### src/rtl/vseq_pkg.sv
// Package: shared types and helpers for the vector sequencer.
// Assumes the opcode's top bit alone selects the functional-unit class.
package vseq_pkg;

    localparam int OP_W = 2;

    typedef enum logic {
        CLS_WIDE   = 1'b0,
        CLS_NARROW = 1'b1
    } unit_cls_t;

    // Decode the unit class from an opcode.
    function automatic unit_cls_t op_class(input logic [OP_W-1:0] op);
        return op[OP_W-1] ? CLS_NARROW : CLS_WIDE;
    endfunction

endpackage

### src/rtl/vseq_ctrl.sv
// Module: vseq_ctrl
// Accepts an instruction when idle, captures opcode, class and mask, and
// steps a group counter until the class's last group; then pulses done.
// Assumes ELEMS divides evenly by both lane counts.
module vseq_ctrl
    import vseq_pkg::*;
#(
    parameter int ELEMS        = 16,
    parameter int WIDE_LANES   = 4,
    parameter int NARROW_LANES = 1,
    localparam int NGROUPS_W   = ELEMS / WIDE_LANES,
    localparam int NGROUPS_N   = ELEMS / NARROW_LANES,
    localparam int GRPW        = (NGROUPS_N > 1) ? $clog2(NGROUPS_N) : 1
) (
    input  logic              clk,
    input  logic              rst_n,
    input  logic              issue_valid,
    input  logic [OP_W-1:0]   issue_op,
    input  logic [ELEMS-1:0]  issue_mask,
    output logic              busy,
    output logic              done,
    output unit_cls_t         cls_q,
    output logic [OP_W-1:0]   op_q,
    output logic [ELEMS-1:0]  mask_q,
    output logic [GRPW-1:0]   grp
);

    logic [GRPW-1:0] last_grp;
    logic            accept;

    // Final group index for the class currently held.
    always_comb begin
        last_grp = (cls_q == CLS_WIDE) ? GRPW'(NGROUPS_W - 1) : GRPW'(NGROUPS_N - 1);
    end

    // Acceptance condition: request while idle.
    always_comb begin
        accept = issue_valid && !busy;
    end

    // Sequencing state: capture on accept, advance groups, finish with done.
    always_ff @(posedge clk) begin
        if (!rst_n) begin
            busy   <= 1'b0;
            done   <= 1'b0;
            cls_q  <= CLS_WIDE;
            op_q   <= '0;
            mask_q <= '0;
            grp    <= '0;
        end else begin
            done <= 1'b0;
            if (accept) begin
                busy   <= 1'b1;
                grp    <= '0;
                cls_q  <= op_class(issue_op);
                op_q   <= issue_op;
                mask_q <= issue_mask;
            end else if (busy) begin
                if (grp == last_grp) begin
                    busy <= 1'b0;
                    done <= 1'b1;
                    grp  <= '0;
                end else begin
                    grp <= grp + 1'b1;
                end
            end
        end
    end

endmodule

### src/rtl/vseq_gather.sv
// Module: vseq_gather
// Routes the current group's source elements onto the functional-unit
// lanes and raises each lane's enable from the captured mask.
// Assumes the source view is stable while busy.
module vseq_gather
    import vseq_pkg::*;
#(
    parameter int ELEMS        = 16,
    parameter int WIDE_LANES   = 4,
    parameter int NARROW_LANES = 1,
    parameter int DW           = 16,
    parameter int GRPW         = 4,
    localparam int IDXW        = $clog2(ELEMS)
) (
    input  logic                     busy,
    input  unit_cls_t                cls_q,
    input  logic [GRPW-1:0]          grp,
    input  logic [ELEMS-1:0]         mask_q,
    input  logic [ELEMS*DW-1:0]      src_a,
    input  logic [ELEMS*DW-1:0]      src_b,
    output logic [WIDE_LANES-1:0]    lane_en,
    output logic [WIDE_LANES*DW-1:0] opnd_a,
    output logic [WIDE_LANES*DW-1:0] opnd_b
);

    for (genvar l = 0; l < WIDE_LANES; l++) begin : g_lane
        logic            active;
        logic [IDXW-1:0] idx;

        // Lane is live when busy and the class uses it.
        always_comb begin
            active = busy && ((cls_q == CLS_WIDE) || (l < NARROW_LANES));
        end

        // Element index served by this lane in the current group.
        always_comb begin
            if (cls_q == CLS_WIDE)
                idx = IDXW'(grp * WIDE_LANES + l);
            else
                idx = IDXW'(grp * NARROW_LANES + l);
        end

        // Drive enable and operands for this lane.
        always_comb begin
            lane_en[l]           = active && mask_q[idx];
            opnd_a[l*DW +: DW]   = active ? src_a[idx*DW +: DW] : '0;
            opnd_b[l*DW +: DW]   = active ? src_b[idx*DW +: DW] : '0;
        end
    end

endmodule

### src/rtl/vseq_collect.sv
// Module: vseq_collect
// Holds the destination array and writes each lane result into the entry
// of the element it was computed for, skipping masked-off elements.
// Assumes results arrive in the same cycle as the lane operands.
module vseq_collect
    import vseq_pkg::*;
#(
    parameter int ELEMS        = 16,
    parameter int WIDE_LANES   = 4,
    parameter int NARROW_LANES = 1,
    parameter int DW           = 16,
    parameter int GRPW         = 4
) (
    input  logic                     clk,
    input  logic                     rst_n,
    input  logic                     busy,
    input  unit_cls_t                cls_q,
    input  logic [GRPW-1:0]          grp,
    input  logic [ELEMS-1:0]         mask_q,
    input  logic [WIDE_LANES*DW-1:0] fu_res,
    output logic [ELEMS*DW-1:0]      dst
);

    for (genvar e = 0; e < ELEMS; e++) begin : g_elem
        localparam int LANE_W = e % WIDE_LANES;
        localparam int LANE_N = e % NARROW_LANES;
        logic          we;
        logic [DW-1:0] wdata;

        // Write enable: element belongs to the current group and is unmasked.
        always_comb begin
            if (cls_q == CLS_WIDE)
                we = busy && mask_q[e] && (grp == GRPW'(e / WIDE_LANES));
            else
                we = busy && mask_q[e] && (grp == GRPW'(e / NARROW_LANES));
        end

        // Pick the lane that carried this element.
        always_comb begin
            wdata = (cls_q == CLS_WIDE) ? fu_res[LANE_W*DW +: DW]
                                        : fu_res[LANE_N*DW +: DW];
        end

        // Destination entry register.
        always_ff @(posedge clk) begin
            if (!rst_n)
                dst[e*DW +: DW] <= '0;
            else if (we)
                dst[e*DW +: DW] <= wdata;
        end
    end

endmodule

### src/rtl/vec_seq_top.sv
// Module: vec_seq_top
// Presents a sixteen-element vector instruction and executes it over a
// four-lane or one-lane unit chosen by opcode class.
// Assumes src_a/src_b are stable while busy and fu_res is combinational.
module vec_seq_top
    import vseq_pkg::*;
#(
    parameter int ELEMS        = 16,
    parameter int WIDE_LANES   = 4,
    parameter int NARROW_LANES = 1,
    parameter int DW           = 16,
    localparam int GRPW        = ((ELEMS / NARROW_LANES) > 1) ? $clog2(ELEMS / NARROW_LANES) : 1
) (
    input  logic                     clk,
    input  logic                     rst_n,
    input  logic                     issue_valid,
    input  logic [OP_W-1:0]          issue_op,
    input  logic [ELEMS-1:0]         issue_mask,
    input  logic [ELEMS*DW-1:0]      src_a,
    input  logic [ELEMS*DW-1:0]      src_b,
    output logic                     issue_ready,
    output logic                     busy,
    output logic                     done,
    output logic [OP_W-1:0]          fu_op,
    output logic [WIDE_LANES-1:0]    fu_lane_en,
    output logic [WIDE_LANES*DW-1:0] fu_opnd_a,
    output logic [WIDE_LANES*DW-1:0] fu_opnd_b,
    input  logic [WIDE_LANES*DW-1:0] fu_res,
    output logic [ELEMS*DW-1:0]      dst
);

    unit_cls_t        cls_q;
    logic [ELEMS-1:0] mask_q;
    logic [GRPW-1:0]  grp;

    // Ready whenever no instruction is in flight.
    always_comb begin
        issue_ready = !busy;
    end

    vseq_ctrl #(
        .ELEMS(ELEMS), .WIDE_LANES(WIDE_LANES), .NARROW_LANES(NARROW_LANES)
    ) u_ctrl (
        .clk(clk), .rst_n(rst_n), .issue_valid(issue_valid),
        .issue_op(issue_op), .issue_mask(issue_mask),
        .busy(busy), .done(done), .cls_q(cls_q), .op_q(fu_op),
        .mask_q(mask_q), .grp(grp)
    );

    vseq_gather #(
        .ELEMS(ELEMS), .WIDE_LANES(WIDE_LANES), .NARROW_LANES(NARROW_LANES),
        .DW(DW), .GRPW(GRPW)
    ) u_gather (
        .busy(busy), .cls_q(cls_q), .grp(grp), .mask_q(mask_q),
        .src_a(src_a), .src_b(src_b),
        .lane_en(fu_lane_en), .opnd_a(fu_opnd_a), .opnd_b(fu_opnd_b)
    );

    vseq_collect #(
        .ELEMS(ELEMS), .WIDE_LANES(WIDE_LANES), .NARROW_LANES(NARROW_LANES),
        .DW(DW), .GRPW(GRPW)
    ) u_collect (
        .clk(clk), .rst_n(rst_n), .busy(busy), .cls_q(cls_q), .grp(grp),
        .mask_q(mask_q), .fu_res(fu_res), .dst(dst)
    );

endmodule

### config.mk
export PLATFORM = sky130hd
export DESIGN_NAME = vec_seq_top
export DESIGN_NICKNAME = d
export VERILOG_FILES = /design/src/rtl/vseq_pkg.sv /design/src/rtl/vseq_ctrl.sv /design/src/rtl/vseq_gather.sv /design/src/rtl/vseq_collect.sv /design/src/rtl/vec_seq_top.sv
export SDC_FILE = /design/constraint.sdc
export NUM_CORES = 1
export LEC_CHECK = 0
export ABC_CLOCK_PERIOD_IN_PS = 2800
export BUFFER_PORTS_ARGS = -buffer_cell sky130_fd_sc_hd__buf_2
export CORE_AREA = 2 2 387 389
export DETAILED_ROUTE_END_ITERATION = 10
export DIE_AREA = 0 0 389 391
export PLACE_DENSITY = 0.37
export SLEW_MARGIN = 10
export SYNTH_ARGS = -nofsm -noshare
export SYNTH_HDL_FRONTEND = slang
export SYNTH_SLANG_ARGS = --single-unit
### constraint.sdc
create_clock -name clk -period 2.8 [get_ports clk]
set_input_delay 0.14 -clock clk [delete_from_list [all_inputs] [get_ports clk]]
set_output_delay 0.14 -clock clk [all_outputs]
set_load 0.01 [all_outputs]
==> metrics.yaml, run 1 <==
htree_levels: 1
antenna_found_initial: 141
drv_cap: 0
grt_max_degree: 86
layout_common_cells: "buf_2 (924), nand2_1 (580), buf_4 (330)"
period_share: 1.17
final_common_cell: "buf_2"
drt_iter0_markers: 3446
slew_viol_final: 0
start_util: 0.174
p_clk_frac: 0.278
rsz0062_at_grt: "yes"
die_area_um2: 152000
cts-root-buf: "clkbuf_16"
cp_max_fo: 7
internal_power_mw: 9.15
worst_pin_slew_ns: 0.922
synth_warnings: 0
areaGrowthSynthToFinish_pct: 81.1
drc_errors: 0
post-dp-hpwl_um: 173000
finalClockSkew_ns: 0.0303
multi_input_area_um2: 22400
p_per_area_nw_per_um2: 321
clock_path_buffers: 3
synth-edff-count: 0
finalSetupViolCount: 118
power_leakage_nw: 21.0
status: "finished, violations left"
cts_buffers: 31
hold_violations: 0
synth.avg_cell_area_um2: 7.67
ant_nets: 0
postRouteWirelength_um: 236000
syn-num-nets: 3963
first_pass_iters: 7
cp_data_arrival_time_ns: 3.14
row_count: 142
switching_share: 0.390
irDropWorstVdd_mv: 0.439
ys_types: 66
synthesis.instances: 3359
utilization: 0.314
max_clock_freq_ghz: 0.305
drive_gt1_frac: 0.501
pre_cts_ws_ns: -0.417
failed_checks: "negative setup slack"
port_buffers: 989
period_minus_slack_ns: 3.28
setup_tns_ns: -29.28
relSlewSlack: 0.381
grt_pass1_vias: 34600
vias_per_cell: 5.38
startpoint_type: "register"
seqPwrFrac: 0.273
yosys_most_used_dff: "dfxtp_1"
critPathKind: "register to output port"
synth_area_um2: 25800
num-fill-cells: 15900
die_h_um: 391
grt_overflow: 0
postSynth.asyncResetShare: 0
crit_path_end_kind: "output port"
core_area_um2: 149000
cts.sinks: 280
pwr-share-comb: 0.450
wire_per_inst_um: 34.8
cp_data_required_time_ns: 2.66
ys_seq_elements: 280
grt_usage: 0.284
grt_pass1_wl_um: 300000
routabilityCongestion: 0.936
hold_class: "input pin to register"
fin_cells: 6787
vias: 36500
tritoncts: "done"
ios: 990
fin_nets: 5347
clock_latency_ns: 0.61
timing.final.ws_setup_ns: -0.483
regArea_um2: 5620
placed_cells: 6265
dpl_cell_area_um2: 35500
clkTransAtPathRegs_ns: 0.06
floorplan.die.width_um: 389
p_switching_mw: 5.85
fin_area_um2: 46700
yosysSeqAreaShare: 0.217
## state kept, by name, summed over array words and instances (netlist names)
name	count
u_ctrl.grp	4
u_ctrl.op_q	1
u_ctrl.busy	1
u_ctrl.mask_q	16
u_collect.dst	256
u_ctrl.cls_q	1
u_ctrl.done	1
## cell type report
| class | instances | area share |
|---|---|---|
| Timing Repair Buffer | 1731 | 0.319 |
| Inverter | 28 | 0.00255 |
| Clock inverter | 15 | 0.00316 |
| Antenna cell | 77 | 0.00413 |
| Clock buffer | 41 | 0.0185 |
| Multi-Input combinational cell | 2671 | 0.481 |
| Sequential cell | 280 | 0.120 |
| Tap cell | 1944 | 0.0521 |
## per-layer routing
layer  vias to the layer above  global-route usage  share of wire
li1                      15500                   -              -
met1                     18000               0.287           0.33
met2                      2265               0.498           0.49
met3                       728              0.0630          0.083
met4                        30               0.239          0.095
met5                         -                   0        0.00071
## synthesized netlist by cell type (all sizes together) (77+ instances only)
library cell | instances | area share
mux4 | 83 | 0.073
dfxtp | 280 | 0.22
o21ai | 150 | 0.029
nor2b | 111 | 0.027
o211a | 197 | 0.077
a21oi | 247 | 0.048
mux2i | 251 | 0.097
buf | 187 | 0.038
nand2 | 615 | 0.090
a211oi | 116 | 0.035
o22ai | 92 | 0.022
nor2 | 170 | 0.025
clkbuf | 193 | 0.028
nand3 | 77 | 0.015
## worst max-delay path, cell delays in order, from the launching register on
cell,delay [ns]
dfxtp_4,0.42
buf_12,0.12
ha_4,0.20
xor2_4,0.20
buf_12,0.17
buf_8,0.12
mux2i_1,0.09
a221oi_2,0.28
a31oi_2,0.15
nor4_4,0.52
buf_2,0.24
## cell families (layout without fill, tap and decap cells)
family / count (synthesis) / count (layout) / share of synthesized area
XOR/XNOR: 6 / 6 / 0.00277
adder cells (fa/ha/maj): 7 / 7 / 0.00340
flip-flops: 280 / 280 / 0.217
multiplexers: 363 / 363 / 0.183
AND/OR/NAND/NOR: 1123 / 1123 / 0.194
other: 0 / 77 / 0
AO/OA/AOI/OAI: 1172 / 1172 / 0.329
buffers and inverters: 408 / 1815 / 0.0701
## metrics by stage
stage | hold slack (ns) | power [mW]
final | 0.0339 | 15.0
after global placement | 0.397 | 9.04
after floorplan | 0.275 | 6.24
after CTS | 0.000109 | 14.3
after detailed placement | 0.401 | 9.03
after global routing | 0.0327 | 15.5
## timing repair
action	CTS	global route
buffers inserted	133	183
endpoints found under the setup margin	129	125
hold buffers	57	0
pin swaps	162	227
cloned	35	31
hold endpoints to repair	140	0
resized for setup	616	516
## power by group through the flow
| stage | clock network, mW | registers, mW | logic [mW] |
|---|---|---|---|
| 2_1_floorplan | 0 | 4.18 | 2.06 |
| 3_3_place_gp | 0 | 4.18 | 4.86 |
| 3_5_place_dp | 0 | 4.18 | 4.85 |
| 4_1_cts | 4.35 | 4.09 | 5.87 |
| 5_1_grt | 4.46 | 4.09 | 6.90 |
| 6_report | 4.16 | 4.09 | 6.75 |
## worst paths after layout
check | start | end | slack, ns | cells past startpoint
setup / recovery | u_ctrl.grp[0] | fu_opnd_a[16] | -0.48 | 10
hold / removal | fu_res[28] | u_collect.dst[156] | 0.03 | 4
setup reg to reg | u_ctrl.grp[0] | u_collect.dst[134] | 0.09 | 11
hold reg to reg | u_collect.dst[11] | u_collect.dst[11] | 0.46 | 2
(Power assumes the default switching activity.)
==> run 2, diff against run 1 <==
--- a/config.mk
+++ b/config.mk
@@ -6,7 +6,7 @@
 export NUM_CORES = 1
 export LEC_CHECK = 0
 export ABC_CLOCK_PERIOD_IN_PS = 2800
-export BUFFER_PORTS_ARGS = -buffer_cell sky130_fd_sc_hd__buf_2
+export BUFFER_PORTS_ARGS = -buffer_cell sky130_fd_sc_hd__clkbuf_2
 export CORE_AREA = 2 2 387 389
 export DETAILED_ROUTE_END_ITERATION = 10
 export DIE_AREA = 0 0 389 391
==> metrics.yaml, run 2 (synthesis gave the netlist of run 1 again) <==
status: "finished, violations left"
failed_checks: "negative setup slack"
highest_layer: "met5"
finalSetupViolCount: 110  # -6.8%
vias: 35700  # -2.3%
regArea_um2: 5620  # unchanged
hold_class: "input pin to register"
finalClockSkew_ns: 0.0269  # -0.00347 ns
largest_reg_flops: 256  # unchanged
p_per_area_nw_per_um2: 325  # +1.0%
core_area_um2: 149000  # unchanged
top_regs: "u_collect.dst x256, u_ctrl.mask_q x16, u_ctrl.grp x4"
fin_area_um2: 45600  # -2.4%
cts-root-buf: "clkbuf_16"
setup_tns_ns: -24.73  # +4.54 ns
grt_overflow: 0  # unchanged
period_minus_slack_ns: 3.23  # -0.0492 ns
cp_data_arrival_time_ns: 3.09  # -0.05 ns
period_share: 1.15  # -0.0176
power_leakage_nw: 20.2  # -3.4%
wl_met2_um: 115000  # -1.1%
rsz0062_at_grt: "yes"
drt_iter0_markers: 3217  # -6.6%
crit_path_end_kind: "output port"
hold_violations: 0  # unchanged
port_buffers: 989  # unchanged
num-fill-cells: 16000  # +0.62%
die_h_um: 391  # unchanged
areaGrowthSynthToFinish_pct: 76.8
tritoncts: "done"
critPathKind: "register to output port"
clock_path_buffers: 3  # unchanged
dpl_cell_area_um2: 35700  # +0.64%
start_util: 0.174  # unchanged
postRouteWirelength_um: 231000  # -2.4%
relSlewSlack: 0.413  # +0.0323
grt_usage: 0.279  # -0.00445
max_clock_freq_ghz: 0.309  # +1.5%
vias_per_cell: 5.34  # -0.86%
drt-met1-wl_um: 75800  # -2.8%
final_common_cell: "clkbuf_2"
clkTransAtPathRegs_ns: 0.06  # about the same
ant_nets: 0  # unchanged
cp_max_fo: 7  # unchanged
grt_pass1_wl_um: 296000  # -1.5%
ios: 990  # unchanged
rrSetupSlack_ns: 0.14  # +0.05 ns
drc_errors: 0  # unchanged
cp_data_required_time_ns: 2.66  # about the same
cts.sinks: 280  # unchanged
slew_viol_final: 0  # unchanged
layout_common_cells: "clkbuf_2 (899), nand2_1 (580), buf_4 (310)"
drive_gt1_frac: 0.494  # -0.00681
wl_met3_um: 18600  # -5.4%
timing.final.ws_setup_ns: -0.434  # +0.0492 ns
worst_pin_slew_ns: 0.880  # -0.0415 ns
grt_pass1_vias: 34100  # -1.3%
startpoint_type: "register"
grt_max_degree: 87  # +1.2%
htree_levels: 1  # unchanged
antenna_found_initial: 93  # -34%
clock_latency_ns: 0.60  # about the same
first_pass_iters: 6  # -1
die_area_um2: 152000  # unchanged
irDropWorstVdd_mv: 0.411  # -6.3%
hold_path_depth: 4  # unchanged
wire_per_inst_um: 34.5  # -0.96%
floorplan.die.width_um: 389  # unchanged
multi_input_area_um2: 22400  # -0.17%
r2r_cells: 10  # -1
routabilityCongestion: 0.976  # +4.2%
post-dp-hpwl_um: 174000  # +0.76%
cts_buffers: 31  # unchanged
fin_nets: 5273  # -1.4%
row_count: 142  # unchanged
top_register: "u_collect.dst"
drv_cap: 0  # unchanged
[run 2: metrics by stage]
stage	utilization	setup slack, ns	hold slack (ns)	cells	total power, mW
final	0.307	-0.434	0.0207	6691	14.8
after floorplan	-	-0.00248	0.275	3359	6.24
after global routing	0.306	-0.437	0.0261	6672	15.2
after global placement	0.241	-0.283	0.382	6294	9.07
after detailed placement	0.241	-0.300	0.388	6294	9.06
after CTS	0.282	-0.417	0.00147	6511	14.2
[run 2: where the power goes]
group,switching (mW),internal [mW]
Combinational,3.83,2.69
Clock,1.87,2.30
Sequential,0.0547,4.04
[run 2: final cells by class]
type / count / area share
Sequential cell: 280 / 0.123
Multi-Input combinational cell: 2673 / 0.492
Inverter: 28 / 0.00255
Clock inverter: 12 / 0.00269
Clock buffer: 42 / 0.0193
Antenna cell: 57 / 0.00313
Timing Repair Buffer: 1655 / 0.304
Tap cell: 1944 / 0.0534
[run 2: layer usage]
layer | GRT usage | vias to the layer above
met5 | 0 | -
met4 | 0.217 | 18
met3 | 0.0630 | 597
met2 | 0.501 | 2165
met1 | 0.280 | 17600
li1 | - | 15400
[run 2: final timing paths]
path	end	from
setup / recovery	fu_opnd_b[3]	u_ctrl.grp[0]
hold / removal	u_collect.dst[156]	fu_res[28]
setup reg to reg	u_collect.dst[129]	u_ctrl.grp[0]
hold reg to reg	u_collect.dst[14]	u_collect.dst[14]
[run 2: what timing repair did]
item,4_1_cts,5_1_grt
endpoints found under the setup margin,129,235
resized for setup,599,502
cloned,29,30
endpoints found under the hold margin,98,0
buffers inserted,121,114
hold buffers,41,0
pin swaps,157,179
[run 2: critical path, stage by stage, from the launching register on]
cell and delay (ns):
dfxtp_4 0.40, buf_12 0.15, and2_4 0.22, buf_12 0.16
buf_12 0.14, a32oi_4 0.26, a21oi_2 0.10, nor4_4 0.68
a311oi_2 0.17, clkbuf_2 0.19
